===== src/rtl/supmon_pkg.sv =====
// Package: shared constants for the supply monitor reset controller.
// Assumes: one 8-bit software register; bit positions are fixed here.
package supmon_pkg;
    localparam int REG_W    = 8;
    localparam int BIT_WARN = 0;   // read-only live warning status
    localparam int BIT_IE   = 1;   // interrupt enable, read/write
    localparam int BIT_PEND = 2;   // pending flag, read-only
    localparam int BIT_CLR  = 3;   // write 1 to clear pending, reads 0

    // Reset stretcher states
    typedef enum logic [1:0] {
        ST_HOLD    = 2'd0,   // low-voltage condition or chip reset active
        ST_STRETCH = 2'd1,   // condition gone, counting the delay
        ST_RUN     = 2'd2    // reset released
    } stretch_state_e;
endpackage


===== src/rtl/supmon_sync.sv =====
// Module: supmon_sync
// Brings an asynchronous level into the clock domain through STAGES flops.
// Assumes: the input is a slow level (comparator output with hysteresis).
module supmon_sync #(
    parameter int STAGES = 2
) (
    input  logic clk,
    input  logic rst_n,
    input  logic d_i,
    output logic q_o
);
    generate
        if (STAGES < 2) begin : g_single
            logic one_q;
            // Single-flop variant for a caller that already synchronizes
            always_ff @(posedge clk) begin
                if (!rst_n) one_q <= 1'b0;
                else        one_q <= d_i;
            end
            assign q_o = one_q;
        end else begin : g_chain
            logic [STAGES-1:0] chain_q;
            // Shift the input through the flop chain
            always_ff @(posedge clk) begin
                if (!rst_n) chain_q <= '0;
                else        chain_q <= {chain_q[STAGES-2:0], d_i};
            end
            assign q_o = chain_q[STAGES-1];
        end
    endgenerate
endmodule


===== src/rtl/supmon_stretch.sv =====
// Module: supmon_stretch
// Holds reset while the low-voltage condition is active, then for a
// selectable number of cycles afterwards. Reasserting the condition during
// the stretch restarts the count.
// Assumes: cfg_long_i is static; SHORT_DLY and LONG_DLY are at least 2.
module supmon_stretch
    import supmon_pkg::*;
#(
    parameter int SHORT_DLY = 256,
    parameter int LONG_DLY  = 4096
) (
    input  logic clk,
    input  logic rst_n,
    input  logic lv_cond_i,
    input  logic cfg_long_i,
    output logic hold_o
);
    localparam int MAX_DLY = (LONG_DLY > SHORT_DLY) ? LONG_DLY : SHORT_DLY;
    localparam int CNT_W   = $clog2(MAX_DLY);

    stretch_state_e state_q;
    logic [CNT_W-1:0] cnt_q;
    logic [CNT_W-1:0] last_cnt;

    // Pick the final count of the selected delay
    always_comb begin
        last_cnt = cfg_long_i ? CNT_W'(LONG_DLY - 1) : CNT_W'(SHORT_DLY - 1);
    end

    // State and counter: hold, count the stretch, then release
    always_ff @(posedge clk) begin
        if (!rst_n) begin
            state_q <= ST_HOLD;
            cnt_q   <= '0;
        end else begin
            unique case (state_q)
                ST_HOLD: begin
                    if (!lv_cond_i) begin
                        state_q <= ST_STRETCH;
                        cnt_q   <= CNT_W'(1);
                    end
                end
                ST_STRETCH: begin
                    if (lv_cond_i) begin
                        state_q <= ST_HOLD;
                        cnt_q   <= '0;
                    end else if (cnt_q == last_cnt) begin
                        state_q <= ST_RUN;
                        cnt_q   <= '0;
                    end else begin
                        cnt_q   <= cnt_q + CNT_W'(1);
                    end
                end
                ST_RUN: begin
                    if (lv_cond_i) begin
                        state_q <= ST_HOLD;
                        cnt_q   <= '0;
                    end
                end
                default: begin
                    state_q <= ST_HOLD;
                    cnt_q   <= '0;
                end
            endcase
        end
    end

    assign hold_o = (state_q != ST_RUN);
endmodule


===== src/rtl/supmon_warn_edge.sv =====
// Module: supmon_warn_edge
// Synchronizes the warning comparator, gates it with the enable and reports
// each change of the resulting status while reset is not held.
// Assumes: hold_i is the registered reset-active indication.
module supmon_warn_edge #(
    parameter int SYNC_STAGES = 2
) (
    input  logic clk,
    input  logic rst_n,
    input  logic enable_i,
    input  logic warn_raw_i,
    input  logic hold_i,
    output logic warn_sts_o,
    output logic toggle_o
);
    logic warn_sync;
    logic prev_q;

    supmon_sync #(.STAGES(SYNC_STAGES)) u_sync (
        .clk   (clk),
        .rst_n (rst_n),
        .d_i   (warn_raw_i),
        .q_o   (warn_sync)
    );

    // Status is forced to 0 while the function is disabled
    always_comb begin
        warn_sts_o = enable_i & warn_sync;
    end

    // Previous status; keeps reloading during reset so no stale edge remains
    always_ff @(posedge clk) begin
        if (!rst_n) prev_q <= 1'b0;
        else        prev_q <= warn_sts_o;
    end

    // A change counts only outside reset and with the function enabled
    always_comb begin
        toggle_o = enable_i & ~hold_i & (warn_sts_o ^ prev_q);
    end
endmodule


===== src/rtl/supmon_irq_regs.sv =====
// Module: supmon_irq_regs
// Software register: live status, interrupt enable, sticky pending flag
// with write-1-to-clear; a set on the same edge as a clear wins.
// Assumes: a single register, so no address decoding.
module supmon_irq_regs
    import supmon_pkg::*;
(
    input  logic             clk,
    input  logic             rst_n,
    input  logic             toggle_i,
    input  logic             warn_sts_i,
    input  logic             wr_en_i,
    input  logic [REG_W-1:0] wdata_i,
    output logic [REG_W-1:0] rdata_o,
    output logic             irq_o
);
    logic ie_q;
    logic pend_q;
    logic unused_wbits;

    // Interrupt enable bit, written by software
    always_ff @(posedge clk) begin
        if (!rst_n)       ie_q <= 1'b0;
        else if (wr_en_i) ie_q <= wdata_i[BIT_IE];
    end

    // Pending flag: set by an enabled change, cleared by write-1, set wins
    always_ff @(posedge clk) begin
        if (!rst_n)                           pend_q <= 1'b0;
        else if (toggle_i && ie_q)            pend_q <= 1'b1;
        else if (wr_en_i && wdata_i[BIT_CLR]) pend_q <= 1'b0;
    end

    // Read view of the register
    always_comb begin
        rdata_o           = '0;
        rdata_o[BIT_WARN] = warn_sts_i;
        rdata_o[BIT_IE]   = ie_q;
        rdata_o[BIT_PEND] = pend_q;
    end

    assign irq_o        = pend_q;
    assign unused_wbits = ^{wdata_i[BIT_WARN], wdata_i[BIT_PEND], wdata_i[REG_W-1:BIT_CLR+1]};
endmodule


===== src/rtl/supmon_rst_ctrl.sv =====
// Module: supmon_rst_ctrl (top)
// Supply monitor reset controller: stretched active-low reset from the
// low-voltage comparator, plus warning status and interrupt.
// Assumes: comparator inputs carry hysteresis; configuration pins are static.
module supmon_rst_ctrl
    import supmon_pkg::*;
#(
    parameter int SHORT_DLY   = 256,
    parameter int LONG_DLY    = 4096,
    parameter int SYNC_STAGES = 2
) (
    input  logic             clk,
    input  logic             rst_n,
    input  logic             cfg_lvr_en,
    input  logic             cfg_long_dly,
    input  logic             lv_below_i,
    input  logic             warn_cmp_i,
    input  logic             reg_wr_en,
    input  logic [REG_W-1:0] reg_wdata,
    output logic [REG_W-1:0] reg_rdata,
    output logic             sys_rst_n_o,
    output logic             warn_irq_o
);
    logic lv_cond;
    logic stretch_hold;
    logic warn_sts;
    logic warn_toggle;

    // The low-voltage input only matters when the option is enabled
    always_comb begin
        lv_cond = cfg_lvr_en & lv_below_i;
    end

    supmon_stretch #(
        .SHORT_DLY (SHORT_DLY),
        .LONG_DLY  (LONG_DLY)
    ) u_stretch (
        .clk        (clk),
        .rst_n      (rst_n),
        .lv_cond_i  (lv_cond),
        .cfg_long_i (cfg_long_dly),
        .hold_o     (stretch_hold)
    );

    supmon_warn_edge #(
        .SYNC_STAGES (SYNC_STAGES)
    ) u_warn (
        .clk        (clk),
        .rst_n      (rst_n),
        .enable_i   (cfg_lvr_en),
        .warn_raw_i (warn_cmp_i),
        .hold_i     (stretch_hold),
        .warn_sts_o (warn_sts),
        .toggle_o   (warn_toggle)
    );

    supmon_irq_regs u_regs (
        .clk        (clk),
        .rst_n      (rst_n),
        .toggle_i   (warn_toggle),
        .warn_sts_i (warn_sts),
        .wr_en_i    (reg_wr_en),
        .wdata_i    (reg_wdata),
        .rdata_o    (reg_rdata),
        .irq_o      (warn_irq_o)
    );

    assign sys_rst_n_o = ~stretch_hold;
endmodule


===== config.mk =====
export PLATFORM = sky130hd
export DESIGN_NAME = supmon_rst_ctrl
export DESIGN_NICKNAME = d
export VERILOG_FILES = /design/src/rtl/supmon_pkg.sv /design/src/rtl/supmon_sync.sv /design/src/rtl/supmon_stretch.sv /design/src/rtl/supmon_warn_edge.sv /design/src/rtl/supmon_irq_regs.sv /design/src/rtl/supmon_rst_ctrl.sv
export SDC_FILE = /design/constraint.sdc
export NUM_CORES = 1
export LEC_CHECK = 0
export BUFFER_PORTS_ARGS = -buffer_cell sky130_fd_sc_hd__buf_4
export CAP_MARGIN = 20
export CORE_MARGIN = 8
export CORE_UTILIZATION = 45
export DETAILED_ROUTE_END_ITERATION = 16
export PLACE_DENSITY_LB_ADDON = 0.12
export SKIP_LAST_GASP = 1
export SYNTH_ARGS = -nofsm -noshare
export SYNTH_HDL_FRONTEND = slang
export SYNTH_SLANG_ARGS = --single-unit

===== constraint.sdc =====
create_clock -name clk -period 2.5 [get_ports clk]
set_input_delay 0.125 -clock clk [delete_from_list [all_inputs] [get_ports clk]]
set_output_delay 0.125 -clock clk [all_outputs]
set_load 0.03 [all_outputs]

# ---- After elaboration in Yosys (flattened, before gate mapping)
# Index checks and enable logic that the tools add are counted.
dict set report word_totals {
  word_cells 39
  in_bits 15
  register_bits 19
  out_inout_bits 10
}
dict set report classes {
  eq_ne 7
  n_reduce_logical 6
  n_mux 13
  bitwise_logic 6
  add_sub_neg 1
}
# op count
set op_table {}
lappend op_table {{12-bit two-way mux} 5}
lappend op_table {{12-bit one-hot mux with 3 select lines} 1}
lappend op_table {{12-bit by 1-bit adder with 12-bit output (second input constant)} 1}
lappend op_table {{12-bit equality test} 1}
lappend op_table {{2-bit two-way mux} 4}
lappend op_table {{2-bit one-hot mux with 3 select lines} 1}
lappend op_table {{1-bit bitwise AND} 4}
lappend op_table {{2-bit != test (second input constant)} 2}
lappend op_table {{3-bit by 1-bit != test with 1-bit output (second input constant)} 1}
lappend op_table {{3-bit AND reduction} 1}
lappend op_table {{2-bit by 1-bit equality test with 1-bit output (second input constant)} 1}
lappend op_table {{2-bit equality test (second input constant)} 1}
lappend op_table {{1-bit logical AND} 2}
lappend op_table {{2-bit logical NOT} 1}
lappend op_table {{1-bit two-way mux} 2}
lappend op_table {{2-bit by 1-bit != test with 1-bit output (second input constant)} 1}
lappend op_table {{2-bit AND reduction} 1}
lappend op_table {{2-bit nonzero test} 1}
lappend op_table {{1-bit NOT} 1}
lappend op_table {{1-bit XOR} 1}

# ---- Longest topological paths before layout
dict set report depth {
  word_depth 6
  ltp_mapped 6
  ltp_nobuf 4
}

# ---- Modules after synthesis
# Synthesis repeated with hierarchy kept, for this count alone.
dict set report unflattened {
  cells_unflattened 121
  hier_area_um2 1123.6
}
# module cells_each seq_area_each_um2 instances area_per_inst_um2
set by_module_without_submodules {}
lappend by_module_without_submodules {supmon_stretch 94 280.3 1 865.8}
lappend by_module_without_submodules {supmon_irq_regs 16 40.0 1 138.9}
lappend by_module_without_submodules {supmon_warn_edge 5 20.0 1 56.3}
lappend by_module_without_submodules {supmon_sync 4 40.0 1 52.6}
lappend by_module_without_submodules {supmon_rst_ctrl 2 0.0 1 10.0}

# ---- Least setup slack after synthesis
# OpenSTA, ideal clock, no wires.
dict set report synth_timing {
  path_type {register to register}
  start {register u_stretch.cnt_q[8]}
  end {register u_stretch.cnt_q[10]}
  synth_period_minus_slack_ps 1640
  slack_ps 860
  required_ps 2362
  setup_ps 138
  n_path_buf 0
  arrival_ps 1502
  stages_incl_launch_ff 5
  path_cell_list {dfxtp_1 > or4_1 > o22a_2 > o31ai_4 > a221oi_1}
}
dict set report synth_between {
  elab_chain_len 4
  word_cells_on_any_way 5
  cone_classes {add/sub (1); eq/ne (1); mux (3)}
}
# item line
set synth_rtl {}
lappend synth_rtl {{start: declaration} supmon_stretch.sv:22} ;# logic [CNT_W-1:0] cnt_q;
lappend synth_rtl {{start signal: assignment} supmon_stretch.sv:51} ;# cnt_q <= cnt_q + CNT_W'(1);
lappend synth_rtl {{12-bit by 1-bit adder with 12-bit output or 12-bit equality test (tied branches)} {supmon_stretch.sv:51, supmon_stretch.sv:47}}
lappend synth_rtl {{12-bit two-way mux *} supmon_stretch.sv:47} ;# end else if (cnt_q == last_cnt) begin
lappend synth_rtl {{12-bit two-way mux *} supmon_stretch.sv:44} ;# if (lv_cond_i) begin
lappend synth_rtl {{12-bit one-hot mux with 3 select lines *} supmon_stretch.sv:36} ;# unique case (state_q)
# Every way passes the cells marked *; elsewhere a longest branch is shown, timed or not.
# A chain may end at the register's enable or synchronous reset.

# ---- Worst setup path after layout
dict set report layout_timing {
  start {register u_stretch.cnt_q[8]}
  end {register u_stretch.cnt_q[8]}
}
# Same word-level chain as after synthesis.

==> impl_metrics.yaml <==
clock_tree:
  postCtsSetupBuffers: 0
  cts_buffer_depth: 2
  cts_root_buffer: "clkbuf_4"
  cts_tree: "yes"
  cts_buffers: 3
  cts_sinks: 19
  cts_resized: 0
  clk_pin_slew_worst_paths_ps: 110
  htreeDepth: 1
  clk_latency_ps: 300
  hold_buffers: 0
detailed_routing:
  viasPerCell: 5.66
  vias: 861
  dr.first_iter.drc_count: 28
  ant_nets: 0
  drt_first_pass_iters: 4
  drcViolationCount: 0
  wirelength_microns: 2230
  routedWlPerCell_microns: 14.7
place:
  port_buffers: 13
  place_ws_ps: 640
  dp.cells: 148
  place.gp.congestion: 0.796
  post_dp_cell_area_sq_um: 1110
  dp_hpwl_microns: 1670
status:
  status: "completed"
sta:
  timing.final.ws_setup_ps: 615
  setup_viol: 0
  worst_hold_slack_ps: 33.8
  fmax_ghz: 0.531
  relSlewSlack_pct: 66.2
  min_period_ps: 1880
  rsz0062_at_grt: "no"
  setup_tns_ps: 0
  final_max_slew_viol_count: 0
  skew_ps: 7.85
  post-route-period-util_pct: 75.4
  worst_slew_pin_slew_ps: 503
  hold_viol: 0
critical_path:
  cpPeakStageDelay_ps: 510
  cp_data_arrival_time_ps: 2050
  crit_family: "compound AO/OA/AOI/OAI gates"
  required_ps: 2670
  end_kind: "flip-flop"
  start_kind: "flip-flop"
  cp_slowest_cell: "or4_1"
  crit_start: "u_stretch.cnt_q[8]"
  criticalPathCategory: "reg2reg"
  cp_num_buf_inv: 0
  r2r-start: "u_stretch.cnt_q[8]"
  crit_chain: "or4_1 > o22a_2 > o31ai_4 > a221oi_1"
  worst-path-max-fanout: 8
worst_hold_path:
  hold_start: "warn_cmp_i"
  hold_class: "in2reg"
synthesis:
  post-synth-top-area-cell: "dfxtp_1"
  synthesis.area_sq_um: 1070
  synth.distinct_cells: 41
  synth_edf_count: 0
  synth-seq-cells: 19
  ys_seq_area_share_pct: 35.6
  netlist_instances: 116
  yosysWarningCount: 0
  ys_dominant_reg_cell: "dfxtp_1"
  synth_top_area_share_pct: 35.6
  synthArstFlopShare_pct: 0
  synth_area_leaders: "dfxtp_1 36%, buf_4 6.3%, a221oi_1 4.1%, and2_1 3.5%, nand2_1 3.5%"
  synth_most_common_cell: "dfxtp_1"
  synth.avg_cell_area_sq_um: 9.22
  netlist_top_cells_count: "19 x dfxtp_1, 10 x nand2_1, 9 x buf_4"
finish:
  nets: 141
  fin_cells: 152
  fin_util_pct: 50.9
  antenna_cells: 0
  final_cell_area_sq_um: 1140
  drive_above_1_share_pct: 19.4
  area_growth_syn_to_layout_pct: 6.32
  nFillCells: 212
global_routing:
  grt_start_max_net_pins: 16
  grt_pass1_wl_microns: 3860
  grt-ovfl-total: 0
  grt_use_total_pct: 11.3
  antenna_found_initial: 0
  grt_pass1_vias: 859
die:
  dieArea_sq_um: 4190
  start_util_pct: 47.9
  core-area_sq_um: 2230
  row_count: 17
  die_w_microns: 64.8
  die_h_microns: 64.8
  io-pin-count: 25
power:
  power_leakage_nw: 0.406
  power.density_nw_per_um2: 477
  ir_drop_mv: 0.382
  power_mw: 0.542
job:
  maxCapViolCount: 0
[power breakdown]
group,switching [mW],internal (mW),total (mW)
registers,0.00669,0.309,0.316
logic,0.0442,0.0245,0.0686
clock network,0.0954,0.0621,0.157
total,0.146,0.396,0.542
[metal layers]
metal	global-route usage (%)	up-vias	wire length [microns]
met3	3.95	2	65
met2	20.0	11	1110
li1	-	443	-
met5	0	-	0
met4	3.27	0	17
met1	12.5	405	1040
[final cells by class]
| class | count | area, sq um | area share, % |
|---|---|---|---|
| Clock buffer | 4 | 26.3 | 2.31 |
| Multi-Input combinational cell | 84 | 583 | 51.3 |
| Sequential cell | 19 | 380 | 33.4 |
| Timing Repair Buffer | 13 | 97.6 | 8.58 |
| Inverter | 4 | 15.0 | 1.32 |
| Tap cell | 28 | 35.0 | 3.08 |
[logic make-up after synthesis]
group | Yosys count | synth area share [%]
xor+xnor | 4 | 3.27
compound gates | 34 | 24.4
mux | 1 | 0.936
flops | 19 | 35.6
buf+inv | 17 | 11.3
simple gates | 39 | 22.9
fa+ha+maj | 1 | 1.17
other cells | 1 | 0.351
[final timing paths]
path / to / slack, ps / depth (start not counted)
min: u_warn.u_sync.g_chain.chain_q[0] / 30 / 2
max: u_stretch.cnt_q[8] / 620 / 4
max reg2reg: u_stretch.cnt_q[8] / 620 / 4
min reg2reg: u_warn.u_sync.g_chain.chain_q[1] / 440 / 1
[flip-flops by register name (all words and copies together), names as in the netlist]
name,cells
u_stretch.cnt_q,12
u_stretch.state_q,2
u_warn.u_sync.g_chain.chain_q,2
u_regs.ie_q,1
u_regs.irq_o,1
u_warn.prev_q,1
[cells in the final DEF (no fill, tap or decap), types with 2 or more instances in the layout]
| cell | n |
|---|---|
| o21ai_0 | 3 |
| o2111ai_1 | 2 |
| o211ai_1 | 3 |
| nand4_1 | 2 |
| or4_1 | 4 |
| nand3_1 | 3 |
| buf_4 | 13 |
| conb_1 | 5 |
| a211oi_1 | 4 |
| a221oi_1 | 5 |
| and4_2 | 2 |
| a21oi_1 | 5 |
| a31oi_1 | 2 |
| inv_1 | 4 |
| nand2_1 | 10 |
| dfxtp_1 | 19 |
| o31ai_1 | 3 |
| and2_1 | 6 |
| nor3_1 | 2 |
| clkbuf_4 | 3 |
| xor2_1 | 4 |
(Power assumes the default switching activity.)
